File: src/rtl/alu_dep_pkg.sv
package alu_dep_pkg;

    typedef enum logic [1:0] {
        CLS_OTHER = 2'd0,
        CLS_VALU  = 2'd1,
        CLS_TRANS = 2'd2,
        CLS_SALU  = 2'd3
    } unit_cls_e;

    localparam int ID_W   = 4;
    localparam int SKIP_W = 3;
    localparam int HINT_W = 2 * ID_W + SKIP_W;

    localparam logic [ID_W-1:0]   ID_NONE   = 4'd0;
    localparam logic [ID_W-1:0]   ID_LAST   = 4'd11;
    localparam logic [SKIP_W-1:0] SKIP_LAST = 3'd5;

    // Reserved slot codes collapse to "no dependency".
    function automatic logic [ID_W-1:0] clean_id(input logic [ID_W-1:0] code);
        return (code > ID_LAST) ? ID_NONE : code;
    endfunction

endpackage

File: src/rtl/alu_dep_track.sv
module alu_dep_track #(
    parameter int CNT_W    = 3,
    parameter int SALU_CYC = 3,
    parameter int SW_W     = $clog2(SALU_CYC + 1)
) (
    input  logic             clk,
    input  logic             rst_n,
    input  logic             acc_valu,
    input  logic             acc_trans,
    input  logic             acc_salu,
    input  logic             valu_done,
    input  logic             trans_done,
    output logic [CNT_W-1:0] valu_cnt,
    output logic [CNT_W-1:0] trans_cnt,
    output logic [SW_W-1:0]  salu_wait,
    output logic             fma_busy
);
    localparam int NCLS = 2;

    logic [NCLS-1:0] inc_v;
    logic [NCLS-1:0] dec_v;

    assign inc_v = {acc_trans, acc_valu};
    assign dec_v = {trans_done, valu_done};

    // One in-order outstanding counter per tracked unit class.
    for (genvar g = 0; g < NCLS; g++) begin : g_cls
        logic [CNT_W-1:0] cnt_q;
        logic [CNT_W-1:0] after_dec;

        always_comb begin
            after_dec = cnt_q;
            if (dec_v[g] && (cnt_q != '0)) after_dec = cnt_q - 1'b1;
        end

        always_ff @(posedge clk or negedge rst_n) begin
            if (!rst_n)                            cnt_q <= '0;
            else if (inc_v[g] && (after_dec != '1)) cnt_q <= after_dec + 1'b1;
            else                                   cnt_q <= after_dec;
        end
    end

    assign valu_cnt  = g_cls[0].cnt_q;
    assign trans_cnt = g_cls[1].cnt_q;

    logic [SW_W-1:0] sw_q;
    logic            fma_q;

    always_ff @(posedge clk or negedge rst_n) begin
        if (!rst_n) begin
            sw_q  <= '0;
            fma_q <= 1'b0;
        end else begin
            fma_q <= acc_valu;
            if (acc_salu)          sw_q <= SW_W'(SALU_CYC);
            else if (sw_q != '0)   sw_q <= sw_q - 1'b1;
        end
    end

    assign salu_wait = sw_q;
    assign fma_busy  = fma_q;

endmodule

File: src/rtl/alu_dep_hint_fsm.sv
module alu_dep_hint_fsm
    import alu_dep_pkg::*;
(
    input  logic              clk,
    input  logic              rst_n,
    input  logic              hint_valid,
    input  logic [HINT_W-1:0] hint_word,
    input  logic              issue_acc,
    output logic [ID_W-1:0]   act_a,
    output logic [ID_W-1:0]   act_b,
    output logic              fsm_idle,
    output logic [SKIP_W-1:0] fsm_pos
);
    typedef enum logic [1:0] {ST_IDLE, ST_FIRST, ST_SECOND} st_e;

    st_e               st_q, st_d;
    logic [ID_W-1:0]   ida_q, ida_d, idb_q, idb_d;
    logic [SKIP_W-1:0] dist_q, dist_d, pos_q, pos_d;
    logic [ID_W-1:0]   new_a, new_b;
    logic [SKIP_W-1:0] new_skip;

    always_comb begin
        new_a    = clean_id(hint_word[ID_W-1:0]);
        new_skip = hint_word[ID_W+SKIP_W-1:ID_W];
        new_b    = (new_skip > SKIP_LAST) ? ID_NONE
                                          : clean_id(hint_word[HINT_W-1:ID_W+SKIP_W]);
    end

    // Next state
    always_comb begin
        st_d   = st_q;
        ida_d  = ida_q;
        idb_d  = idb_q;
        dist_d = dist_q;
        pos_d  = pos_q;
        if (hint_valid) begin
            ida_d  = new_a;
            idb_d  = new_b;
            dist_d = new_skip;
            pos_d  = '0;
            st_d   = ((new_a != ID_NONE) || (new_b != ID_NONE)) ? ST_FIRST : ST_IDLE;
        end else if (issue_acc) begin
            unique case (st_q)
                ST_IDLE: st_d = ST_IDLE;
                ST_FIRST: begin
                    if ((idb_q != ID_NONE) && (dist_q != '0)) begin
                        st_d  = ST_SECOND;
                        pos_d = SKIP_W'(1);
                    end else begin
                        st_d = ST_IDLE;
                    end
                end
                ST_SECOND: begin
                    if (pos_q == dist_q) st_d  = ST_IDLE;
                    else                 pos_d = pos_q + 1'b1;
                end
                default: st_d = ST_IDLE;
            endcase
        end
    end

    // State register
    always_ff @(posedge clk or negedge rst_n) begin
        if (!rst_n) begin
            st_q   <= ST_IDLE;
            ida_q  <= ID_NONE;
            idb_q  <= ID_NONE;
            dist_q <= '0;
            pos_q  <= '0;
        end else begin
            st_q   <= st_d;
            ida_q  <= ida_d;
            idb_q  <= idb_d;
            dist_q <= dist_d;
            pos_q  <= pos_d;
        end
    end

    // Outputs: dependency codes applying to the instruction now offered
    always_comb begin
        act_a = ID_NONE;
        act_b = ID_NONE;
        unique case (st_q)
            ST_FIRST: begin
                act_a = ida_q;
                if (dist_q == '0) act_b = idb_q;
            end
            ST_SECOND: begin
                if (pos_q == dist_q) act_b = idb_q;
            end
            default: begin
                act_a = ID_NONE;
                act_b = ID_NONE;
            end
        endcase
        fsm_idle = (st_q == ST_IDLE);
        fsm_pos  = pos_q;
    end

endmodule

File: src/rtl/alu_dep_delay.sv
module alu_dep_delay
    import alu_dep_pkg::*;
#(
    parameter int CNT_W = 3
) (
    input  logic        clk,
    input  logic        rst_n,
    input  logic        hint_valid,
    input  logic [10:0] hint_word,
    input  logic        issue_valid,
    input  logic [1:0]  issue_class,
    input  logic        valu_done,
    input  logic        trans_done,
    output logic        stall
);
    localparam int SALU_CYC = 3;
    localparam int SW_W     = $clog2(SALU_CYC + 1);

    logic              issue_acc;
    logic [ID_W-1:0]   act_a, act_b;
    logic              fsm_idle;
    logic [SKIP_W-1:0] fsm_pos;
    logic [CNT_W-1:0]  valu_cnt, trans_cnt;
    logic [SW_W-1:0]   salu_wait;
    logic              fma_busy;
    unit_cls_e         cls;

    function automatic logic dep_blocked(input logic [ID_W-1:0]  code,
                                         input logic [CNT_W-1:0] vc,
                                         input logic [CNT_W-1:0] tc,
                                         input logic [SW_W-1:0]  sw,
                                         input logic             fb);
        int n;
        n = int'(code);
        if (n >= 1 && n <= 4)       return int'(vc) >= n;
        else if (n >= 5 && n <= 7)  return int'(tc) >= n - 4;
        else if (n == 8)            return fb;
        else if (n >= 9 && n <= 11) return int'(sw) >= 12 - n;
        return 1'b0;
    endfunction

    assign cls       = unit_cls_e'(issue_class);
    assign stall     = issue_valid &&
                       (dep_blocked(act_a, valu_cnt, trans_cnt, salu_wait, fma_busy) ||
                        dep_blocked(act_b, valu_cnt, trans_cnt, salu_wait, fma_busy));
    assign issue_acc = issue_valid && !stall;

    alu_dep_hint_fsm u_fsm (
        .clk        (clk),
        .rst_n      (rst_n),
        .hint_valid (hint_valid),
        .hint_word  (hint_word),
        .issue_acc  (issue_acc),
        .act_a      (act_a),
        .act_b      (act_b),
        .fsm_idle   (fsm_idle),
        .fsm_pos    (fsm_pos)
    );

    alu_dep_track #(
        .CNT_W    (CNT_W),
        .SALU_CYC (SALU_CYC),
        .SW_W     (SW_W)
    ) u_track (
        .clk        (clk),
        .rst_n      (rst_n),
        .acc_valu   (issue_acc && (cls == CLS_VALU)),
        .acc_trans  (issue_acc && (cls == CLS_TRANS)),
        .acc_salu   (issue_acc && (cls == CLS_SALU)),
        .valu_done  (valu_done),
        .trans_done (trans_done),
        .valu_cnt   (valu_cnt),
        .trans_cnt  (trans_cnt),
        .salu_wait  (salu_wait),
        .fma_busy   (fma_busy)
    );

endmodule

File: config.mk
export PLATFORM = sky130hd
export DESIGN_NAME = alu_dep_delay
export DESIGN_NICKNAME = d
export VERILOG_FILES = /design/src/rtl/alu_dep_pkg.sv /design/src/rtl/alu_dep_track.sv /design/src/rtl/alu_dep_hint_fsm.sv /design/src/rtl/alu_dep_delay.sv
export SDC_FILE = /design/constraint.sdc
export NUM_CORES = 1
export LEC_CHECK = 0
export BUFFER_PORTS_ARGS = -buffer_cell sky130_fd_sc_hd__buf_4
export CAP_MARGIN = 0
export CELL_PAD_IN_SITES_DETAIL_PLACEMENT = 0
export CELL_PAD_IN_SITES_GLOBAL_PLACEMENT = 1
export CORE_AREA = 2 2 94 96
export DETAILED_ROUTE_END_ITERATION = 10
export DIE_AREA = 0 0 96 98
export PLACE_DENSITY_LB_ADDON = 0.1
export SLEW_MARGIN = 5
export SYNTH_ARGS = -nofsm -noshare
export SYNTH_HDL_FRONTEND = slang
export SYNTH_SLANG_ARGS = --single-unit
File: constraint.sdc
create_clock -name clk -period 3 [get_ports clk]
set_input_delay 0.15 -clock clk [delete_from_list [all_inputs] [get_ports clk]]
set_output_delay 0.15 -clock clk [all_outputs]
set_load 0.005 [all_outputs]
# Word-level counts from Yosys, hierarchy flattened
# Index checks and enable logic that the tools add are counted.
dict set report classes {
  add_sub_neg 10
  n_lt_le_gt_ge 21
  n_eq_ne 13
  muxes 42
  n_reduce_logical 32
}
# op n
set op_table {}
lappend op_table {{3-bit two-way mux} 8}
lappend op_table {{4-bit two-way mux} 6}
lappend op_table {{1-bit two-way mux} 19}
lappend op_table {{4-bit by 3-bit less-or-equal comparator with 1-bit output, second input constant} 4}
lappend op_table {{1-bit logical AND} 16}
lappend op_table {{2-bit two-way mux} 6}
lappend op_table {{3-bit nonzero test} 4}
lappend op_table {{4-bit nonzero test} 3}
lappend op_table {{3-bit by 5-bit >= comparator with 1-bit output} 2}
lappend op_table {{4-bit by 5-bit >= comparator with 1-bit output} 2}
lappend op_table {{4-bit by 3-bit subtractor with 5-bit output, second input constant} 2}
lappend op_table {{4-bit by 4-bit subtractor with 5-bit output, first input constant} 2}
lappend op_table {{3-bit by 1-bit adder with 3-bit output, second input constant} 3}
lappend op_table {{3-bit inequality test, second input constant} 3}
lappend op_table {{4-bit equality test, second input constant} 2}
lappend op_table {{3-bit by 4-bit >= comparator with 1-bit output} 2}
lappend op_table {{4-bit by 1-bit >= comparator with 1-bit output, second input constant} 2}
lappend op_table {{4-bit by 3-bit >= comparator with 1-bit output, second input constant} 2}
lappend op_table {{4-bit >= comparator, second input constant} 2}
lappend op_table {{4-bit greater-than comparator, second input constant} 2}
lappend op_table {{4-bit less-or-equal comparator, second input constant} 2}
lappend op_table {{4-bit case mux with 2 select lines} 1}
lappend op_table {{2-bit equality test, second input constant} 3}
lappend op_table {{3-bit by 2-bit inequality test with 1-bit output, second input constant} 2}
lappend op_table {{other kinds (13)} 18}
dict set report word_totals {
  ff_bits 25
  input_bits 19
  out_inout_bits 1
  elab_cells 127
}

# Depth between registers and ports, before layout
dict set report logic_depth {
  depth_word 17
  mapped_depth 15
  depth_no_buf 14
}

# Cells and area by module
# From an unflattened synthesis, not the netlist that was laid out.
dict set report unflattened {
  hier_cells 276
  hier_area_um2 2557.5
}
# module instances cells_per_inst area_per_inst_um2 seq_area_each_um2
set modules_own_cells {}
lappend modules_own_cells {alu_dep_hint_fsm 1 100 977.2 400.4}
lappend modules_own_cells {alu_dep_delay 1 120 963.4 0.0}
lappend modules_own_cells {alu_dep_track 1 56 616.8 225.2}

# Worst setup path before layout
# OpenSTA, ideal clock, no wires.
dict set report synth_timing {
  path_kind {flip-flop to flip-flop}
  from {register u_fsm.st_q[0]}
  to {register u_track.g_cls[1].cnt_q[1], in the netlist u_track.trans_cnt[1]}
  setup_ps 125
  arrival_ps 3070
  t_required_ps 2875
  slack_ps -195
  path_stages_with_launch 15
  cell_sequence {dfrtp_1 > inv_1 > ha_1 > nand4_1 > a21oi_1 > nand2_1 > inv_1 > ha_1 > a21oi_1 > o21ai_0 > and3_2 > o311a_2 > o211a_1 > nand3_1 > mux2_2}
}
dict set report synth_via {
  elab_chain_len 16
  word_cells_on_any_way 59
  cone_classes {add/sub: 4; order compare: 18; eq/ne: 4; mux: 21; reduce/logical: 12}
}
# item line_no
set synth_rtl {}
lappend synth_rtl {{from (decl)} alu_dep_hint_fsm.sv:16} ;# st_e st_q, st_d;
lappend synth_rtl {{from (signal assigned)} alu_dep_hint_fsm.sv:71} ;# st_q <= st_d;
lappend synth_rtl {{2-bit equality test / 2-bit by 1-bit equality test with 1-bit output (equally long branches)} alu_dep_hint_fsm.sv:83} ;# unique case (st_q)
lappend synth_rtl {{4-bit case mux with 2 select lines / 4-bit two-way mux (equally long branches)} alu_dep_hint_fsm.sv:83}
lappend synth_rtl {{4-bit by 4-bit subtractor with 5-bit output (tied with other cells)} alu_dep_delay.sv:38} ;# else if (n >= 9 && n <= 11) return int'(sw) >= 12 - n;
lappend synth_rtl {{3-bit by 5-bit >= comparator with 1-bit output / 1-bit logical AND (equally long branches)} alu_dep_delay.sv:38}
lappend synth_rtl {{1-bit two-way mux} alu_dep_delay.sv:38}
lappend synth_rtl {{1-bit two-way mux} alu_dep_delay.sv:37} ;# else if (n == 8) return fb;
lappend synth_rtl {{1-bit two-way mux} alu_dep_delay.sv:36} ;# else if (n >= 5 && n <= 7) return int'(tc) >= n - 4;
lappend synth_rtl {{1-bit two-way mux} alu_dep_delay.sv:35} ;# if (n >= 1 && n <= 4) return int'(vc) >= n;
lappend synth_rtl {{1-bit two-way mux} alu_dep_delay.sv:39} ;# return 1'b0;
lappend synth_rtl {{1-bit logical OR *} alu_dep_delay.sv:44} ;# (dep_blocked(act_a, valu_cnt, trans_cnt, salu_wait, fma_busy) ||
lappend synth_rtl {{1-bit logical AND *} alu_dep_delay.sv:43} ;# assign stall = issue_valid &&
lappend synth_rtl {{1-bit logical NOT *} alu_dep_delay.sv:46} ;# assign issue_acc = issue_valid && !stall;
lappend synth_rtl {{1-bit logical AND *} alu_dep_delay.sv:46}
lappend synth_rtl {{1-bit logical AND *} alu_dep_delay.sv:68} ;# .acc_trans (issue_acc && (cls == CLS_TRANS)),
lappend synth_rtl {{1-bit logical AND *} alu_dep_track.sv:38} ;# else if (inc_v[g] && (after_dec != '1)) cnt_q <= after_dec + 1'b1;
lappend synth_rtl {{3-bit two-way mux *} alu_dep_track.sv:38}
lappend synth_rtl {{to (signal assigned)} alu_dep_track.sv:38}
lappend synth_rtl {{to (signal assigned)} alu_dep_track.sv:39} ;# else cnt_q <= after_dec;
lappend synth_rtl {{to (decl)} alu_dep_track.sv:28} ;# logic [CNT_W-1:0] cnt_q;
# Mark *: on every way between the ends. The rest lies on a longest branch, timed or not. The select of a mux whose other input is x is not followed.
# A chain may end at the register's enable or synchronous reset.

# Worst setup path after layout
dict set report layout_timing {
  from {register u_fsm.dist_q[2]}
  to {register u_track.sw_q[0], in the netlist u_track.salu_wait[0]}
}
dict set report layout_via {
  elab_chain_len 16
  word_cells_on_any_way 36
  cone_classes {add/sub: 2; order compare: 9; eq/ne: 2; mux: 13; reduce/logical: 10}
}
# item line_no
set layout_rtl {}
lappend layout_rtl {{from (decl)} alu_dep_hint_fsm.sv:18} ;# logic [SKIP_W-1:0] dist_q, dist_d, pos_q, pos_d;
lappend layout_rtl {{from (signal assigned)} alu_dep_hint_fsm.sv:74} ;# dist_q <= dist_d;
lappend layout_rtl {{3-bit equality test / 3-bit logical NOT (equally long branches)} {alu_dep_hint_fsm.sv:89, alu_dep_hint_fsm.sv:86}}
lappend layout_rtl {{4-bit two-way mux, on equally long branches} {alu_dep_hint_fsm.sv:89, alu_dep_hint_fsm.sv:86}}
lappend layout_rtl {{4-bit case mux with 2 select lines *} alu_dep_hint_fsm.sv:83}
lappend layout_rtl {{4-bit by 4-bit subtractor with 5-bit output (tied with other cells)} alu_dep_delay.sv:38}
lappend layout_rtl {{3-bit by 5-bit >= comparator with 1-bit output / 1-bit logical AND (equally long branches)} alu_dep_delay.sv:38}
lappend layout_rtl {{1-bit two-way mux} alu_dep_delay.sv:38}
lappend layout_rtl {{1-bit two-way mux} alu_dep_delay.sv:37}
lappend layout_rtl {{1-bit two-way mux} alu_dep_delay.sv:36}
lappend layout_rtl {{1-bit two-way mux} alu_dep_delay.sv:35}
lappend layout_rtl {{1-bit two-way mux *} alu_dep_delay.sv:39}
lappend layout_rtl {{1-bit logical OR *} alu_dep_delay.sv:44}
lappend layout_rtl {{1-bit logical AND *} alu_dep_delay.sv:43}
lappend layout_rtl {{1-bit logical NOT *} alu_dep_delay.sv:46}
lappend layout_rtl {{1-bit logical AND *} alu_dep_delay.sv:46}
lappend layout_rtl {{1-bit logical AND *} alu_dep_delay.sv:69} ;# .acc_salu (issue_acc && (cls == CLS_SALU)),
lappend layout_rtl {{2-bit two-way mux / 2-bit nonzero test (equally long branches)} -}
lappend layout_rtl {{to (signal assigned)} alu_dep_track.sv:55} ;# if (acc_salu) sw_q <= SW_W'(SALU_CYC);
lappend layout_rtl {{to (signal assigned)} alu_dep_track.sv:56} ;# else if (sw_q != '0) sw_q <= sw_q - 1'b1;
lappend layout_rtl {{to (decl)} alu_dep_track.sv:46} ;# logic [SW_W-1:0] sw_q;
# Marked as above.

==> impl_summary.md <==
Synth
Among all flip-flop cells after synthesis, the most frequent one is dfrtp_1. The synthesized design contains 0 enable-type register cells. The netlist uses between 50 and 60 different library cells. The synthesized design contains 25 register bits. In the synthesized netlist the async set-or-reset flop fraction comes to 100%. Synthesis produced a netlist whose cell count is 270. The synthesized area is 0.00244 sq mm. The mean area per synthesized cell is 9.05 sq um.

The number of synthesis warnings is 0. After synthesis, flip-flops and latches occupy 25.6% of the total area. The post-synthesis net count is approximately 340.

Finish
The total number of nets in the final design is 400. The area growth from synthesis to final layout is 40.1%. The library cell used most frequently in the layout, excluding fill and tap cells, is buf_4. The layout cell share with drive strength beyond 1 is between 40% and 50%. Counting the fill cells in the layout gives 867. The library cells used most frequently in the layout, excluding fill and tap cells, are 57 x buf_4, 35 x ha_1, 26 x inv_1, 24 x dfrtp_1, 22 x nand2_1. 0 antenna diodes ended up in the layout. Measured on the finished design, the core utilization comes to between 40% and 50%. The number of standard cells in the final layout excluding fillers is 441.

Once layout is done, the placed cells without fillers occupy about 0.0034 sq mm.

STA
Setup violations remaining at the end of the flow were counted as 9. Setup repair after global routing could not meet its margin everywhere. Across the routed clock network, the largest skew measured is 0.00851 ns. The number of failing hold endpoints at the final stage is 0.

The post-route worst setup slack is -0.0873 ns. The worst pin sits at a relative slew slack of about three quarters. The total negative setup slack is -0.556 ns.

The number of max-slew violations in the final report came to 0. Based on the critical path, the design can be clocked at up to between 300 and 400 MHz. Hold timing on the final database bottoms out at a slack of around 0.085 ns. The worst-margin pin slew is 0.389 ns.

Of the available clock period, the critical path in the final layout requires 103%. Subtracting the final worst setup slack from the clock period gives 3.09 ns.

Global route
The remaining global-route overflow is 0. The number of antenna violations at the first check in global routing is 0. The first global-routing pass estimated about 10 mm of wire. The number of global-route vias before repair was approximately 2200. In the global route stage, overall resource usage came out at 13.8%. Entering global routing, the biggest net connects 26 pins.

Die
The initial utilization of the core area, before any placement, comes to 28.9%. Measured along the y axis, the die boundary spans 98 microns. 20 I/O pins were placed.

The placeable core area is 0.00847 sq mm. The cell row count is 34. The area of the die is 0.00941 sq mm. The horizontal extent of the die is 96 microns.

Worst setup path
The most critical setup path has its startpoint at u_fsm.dist_q[2]. The cell family contributing the most delay on the critical path is compound AO/OA/AOI/OAI gates. The worst setup path is launched from a flop. At the worst endpoint, the arrival time is 3.26 ns.

The capture point of the critical path is u_track.salu_wait[0]. The setup check on the worst reg-to-reg path leaves a slack of -0.09 ns. The setup path with the least slack is of type flop to flop. On the worst path, the slowest cell contributes a delay of around 0.43 ns. The end of the worst register-to-register path is u_track.salu_wait[0]. The slowest cell on the critical path is dfrtp_1.

The logic depth of the worst register-to-register path is 14. The launch point of the worst reg-to-reg path is u_fsm.dist_q[2]. The critical path goes through buf_4, nor3_2, nand2_1, a21oi_4, nand2_4, ha_4, nand2_1, o211ai_1, a21oi_1, o311a_4, o211ai_4, buf_4, nor2_1, a21o_1. The buffer and inverter count on the worst path is 2. The largest driver fanout on the critical path is 6. The critical path runs through a total of 14 cells. The kind of end point of the critical path is a flop. The required time at the endpoint of the critical path is 3.18 ns.

Outcome
The flow ran to the end, but the final reports show violations. The final reports fail on setup timing.

Drt
Routed signal wires occupy layers up through met4. After detailed routing, the average wire length per cell comes to between 10 and 15 microns. The amount of wire on met3 after detailed routing is between 60 and 70 microns.

The detailed-routed wire length on met2 is 2.93 mm. The starting DRC count in detailed routing is 38. The detailed router put a total of 3.05 mm of wire on met1. The number of iterations in the first detailed-routing pass is 4.

In the routed design, unresolved DRC markers number 0. After detailed routing, the number of vias per cell comes to 4.78. The count of antenna-violating nets left after detailed routing is 0.

The wire length reported by the detailed router is 6.09 mm. The routed via count is 2107.

Clock tree
The number of sinks handled by clock tree synthesis is 25. The insertion delay of the later-clocked pin in the worst-skew pair is around 0.28 ns. The CTS tree is built. Clock tree synthesis inserted a total of 3 buffers. The clock passes through at most 2 buffers.

CTS built an H-tree with a depth of 1. The root buffer cell is clkbuf_8. Clock-pin slew was measured on the worst setup and hold paths at 0.11 ns.

Place
The count of buffers added on input and output ports is 19. After legalization and detailed placement, the total HPWL measured around 4.8 mm. Counting tap cells, the placed design contains a total of between 400 and 500 instances. In this run the cell area measured after placement is 0.00298 sq mm.

At the end of routability-driven placement, the weighted congestion stood at 0.765.

Run
Across the run, the number of max-cap violations was 0.

Power and ir drop
The leakage power figure is approximately 1.6 nW. The maximum VDD drop is ~0.30 mV. In this run the power density over the cells is roughly 550 mW/mm^2.

Hold path
Along the worst hold path, the cell count comes to 2. In this run the worst hold path is classified as input port to flop.
==> cell type report <==
class	count	area, sq um	share of cell area, %
clock buffers	3	41.3	1.21
clock inverters	1	7.51	0.219
inverters	33	131	3.84
multi-input cells	208	1980	58.0
flip-flops and latches	25	627	18.3
well taps	108	135	3.95
repair buffers	63	494	14.4
==> worst reg2reg max path, delay by kind of cell (launching register included) <==
kind	cells	cell delay (ns)
compound gates	6	1.44
simple gates	5	0.49
flops	1	0.43
buf+inv	2	0.33
fa+ha+maj	1	0.28
==> worst min path at each step <==
stage                        start             endpoint
floorplan                    rst_n      u_fsm.dist_q[0]
global placement             rst_n  u_track.valu_cnt[0]
detailed placement           rst_n  u_track.valu_cnt[0]
CTS                 issue_class[1]     u_track.fma_busy
global route        issue_class[1]     u_track.fma_busy
finish              issue_class[1]     u_track.fma_busy
==> sequential cells by signal (all words and copies together) (netlist names) <==
name,count
u_fsm.idb_q,4
u_track.trans_cnt,3
u_track.salu_wait,2
u_fsm.fsm_pos,3
u_fsm.ida_q,4
u_fsm.st_q,2
u_fsm.dist_q,3
u_track.valu_cnt,3
u_track.fma_busy,1
==> report_power, final <==
part	switching, mW	leakage, nW	total [mW]	internal, mW
Clock	0.128	0.0217	0.222	0.0946
Combinational	0.563	1.26	1.15	0.589
Sequential	0.103	0.313	0.518	0.416
==> layer usage <==
| metal | up-vias | global-route usage, % |
|---|---|---|
| li1 | 1078 | - |
| met1 | 1014 | 19.7 |
| met2 | 11 | 22.2 |
| met3 | 4 | 1.62 |
| met4 | 0 | 2.64 |
| met5 | - | 0 |
==> cells in the mapped netlist, types with 2 or more instances <==
| library cell | n | area, sq um |
|---|---|---|
| ha_1 | 47 | 588 |
| inv_1 | 32 | 120 |
| nand2_1 | 28 | 105 |
| dfrtp_1 | 25 | 626 |
| o21ai_0 | 17 | 85.1 |
| a21oi_1 | 12 | 60.1 |
| nor2_1 | 10 | 37.5 |
| mux2_2 | 8 | 90.1 |
| nand3_1 | 7 | 35.0 |
| xnor2_1 | 7 | 61.3 |
| nand2b_1 | 6 | 37.5 |
| a21o_1 | 5 | 37.5 |
| nor3_1 | 5 | 25.0 |
| nand3b_1 | 4 | 30.0 |
| nand4_1 | 3 | 18.8 |
| nand4b_1 | 3 | 26.3 |
| o211ai_1 | 3 | 22.5 |
| o22ai_1 | 3 | 18.8 |
| a211o_1 | 2 | 17.5 |
| a211oi_1 | 2 | 15.0 |
| and3b_1 | 2 | 17.5 |
| buf_6 | 2 | 22.5 |
| mux2i_1 | 2 | 20.0 |
| nor2b_1 | 2 | 12.5 |
| o31ai_1 | 2 | 15.0 |
| or3_2 | 2 | 15.0 |
==> metrics by stage <==
stage	total power [mW]	setup WS, ns
detailed placement	1.44	-0.199
global placement	1.43	-0.192
global route	2.10	-0.202
CTS	1.77	-0.0827
floorplan	1.14	0.00133
finish	1.89	-0.0873
==> repair_timing <==
item / in CTS / in global routing
hold buffers: 1 / 0
endpoints found under the hold margin: 25 / 0
resized for setup: 31 / 41
cloned: 0 / 0
pin swaps: 13 / 18
setup buffers: 4 / 4
endpoints found under the setup margin: 12 / 15
==> cell families after synthesis <==
group	synth area share (%)
and+or+nand+nor	18.9
AOI/OAI and AO/OA	17.6
adders and majority gates	24.1
muxes	4.51
xor gates and xnor gates	2.87
DFF	25.6
buffers and inverters	6.51
(Power assumes the default switching activity.)
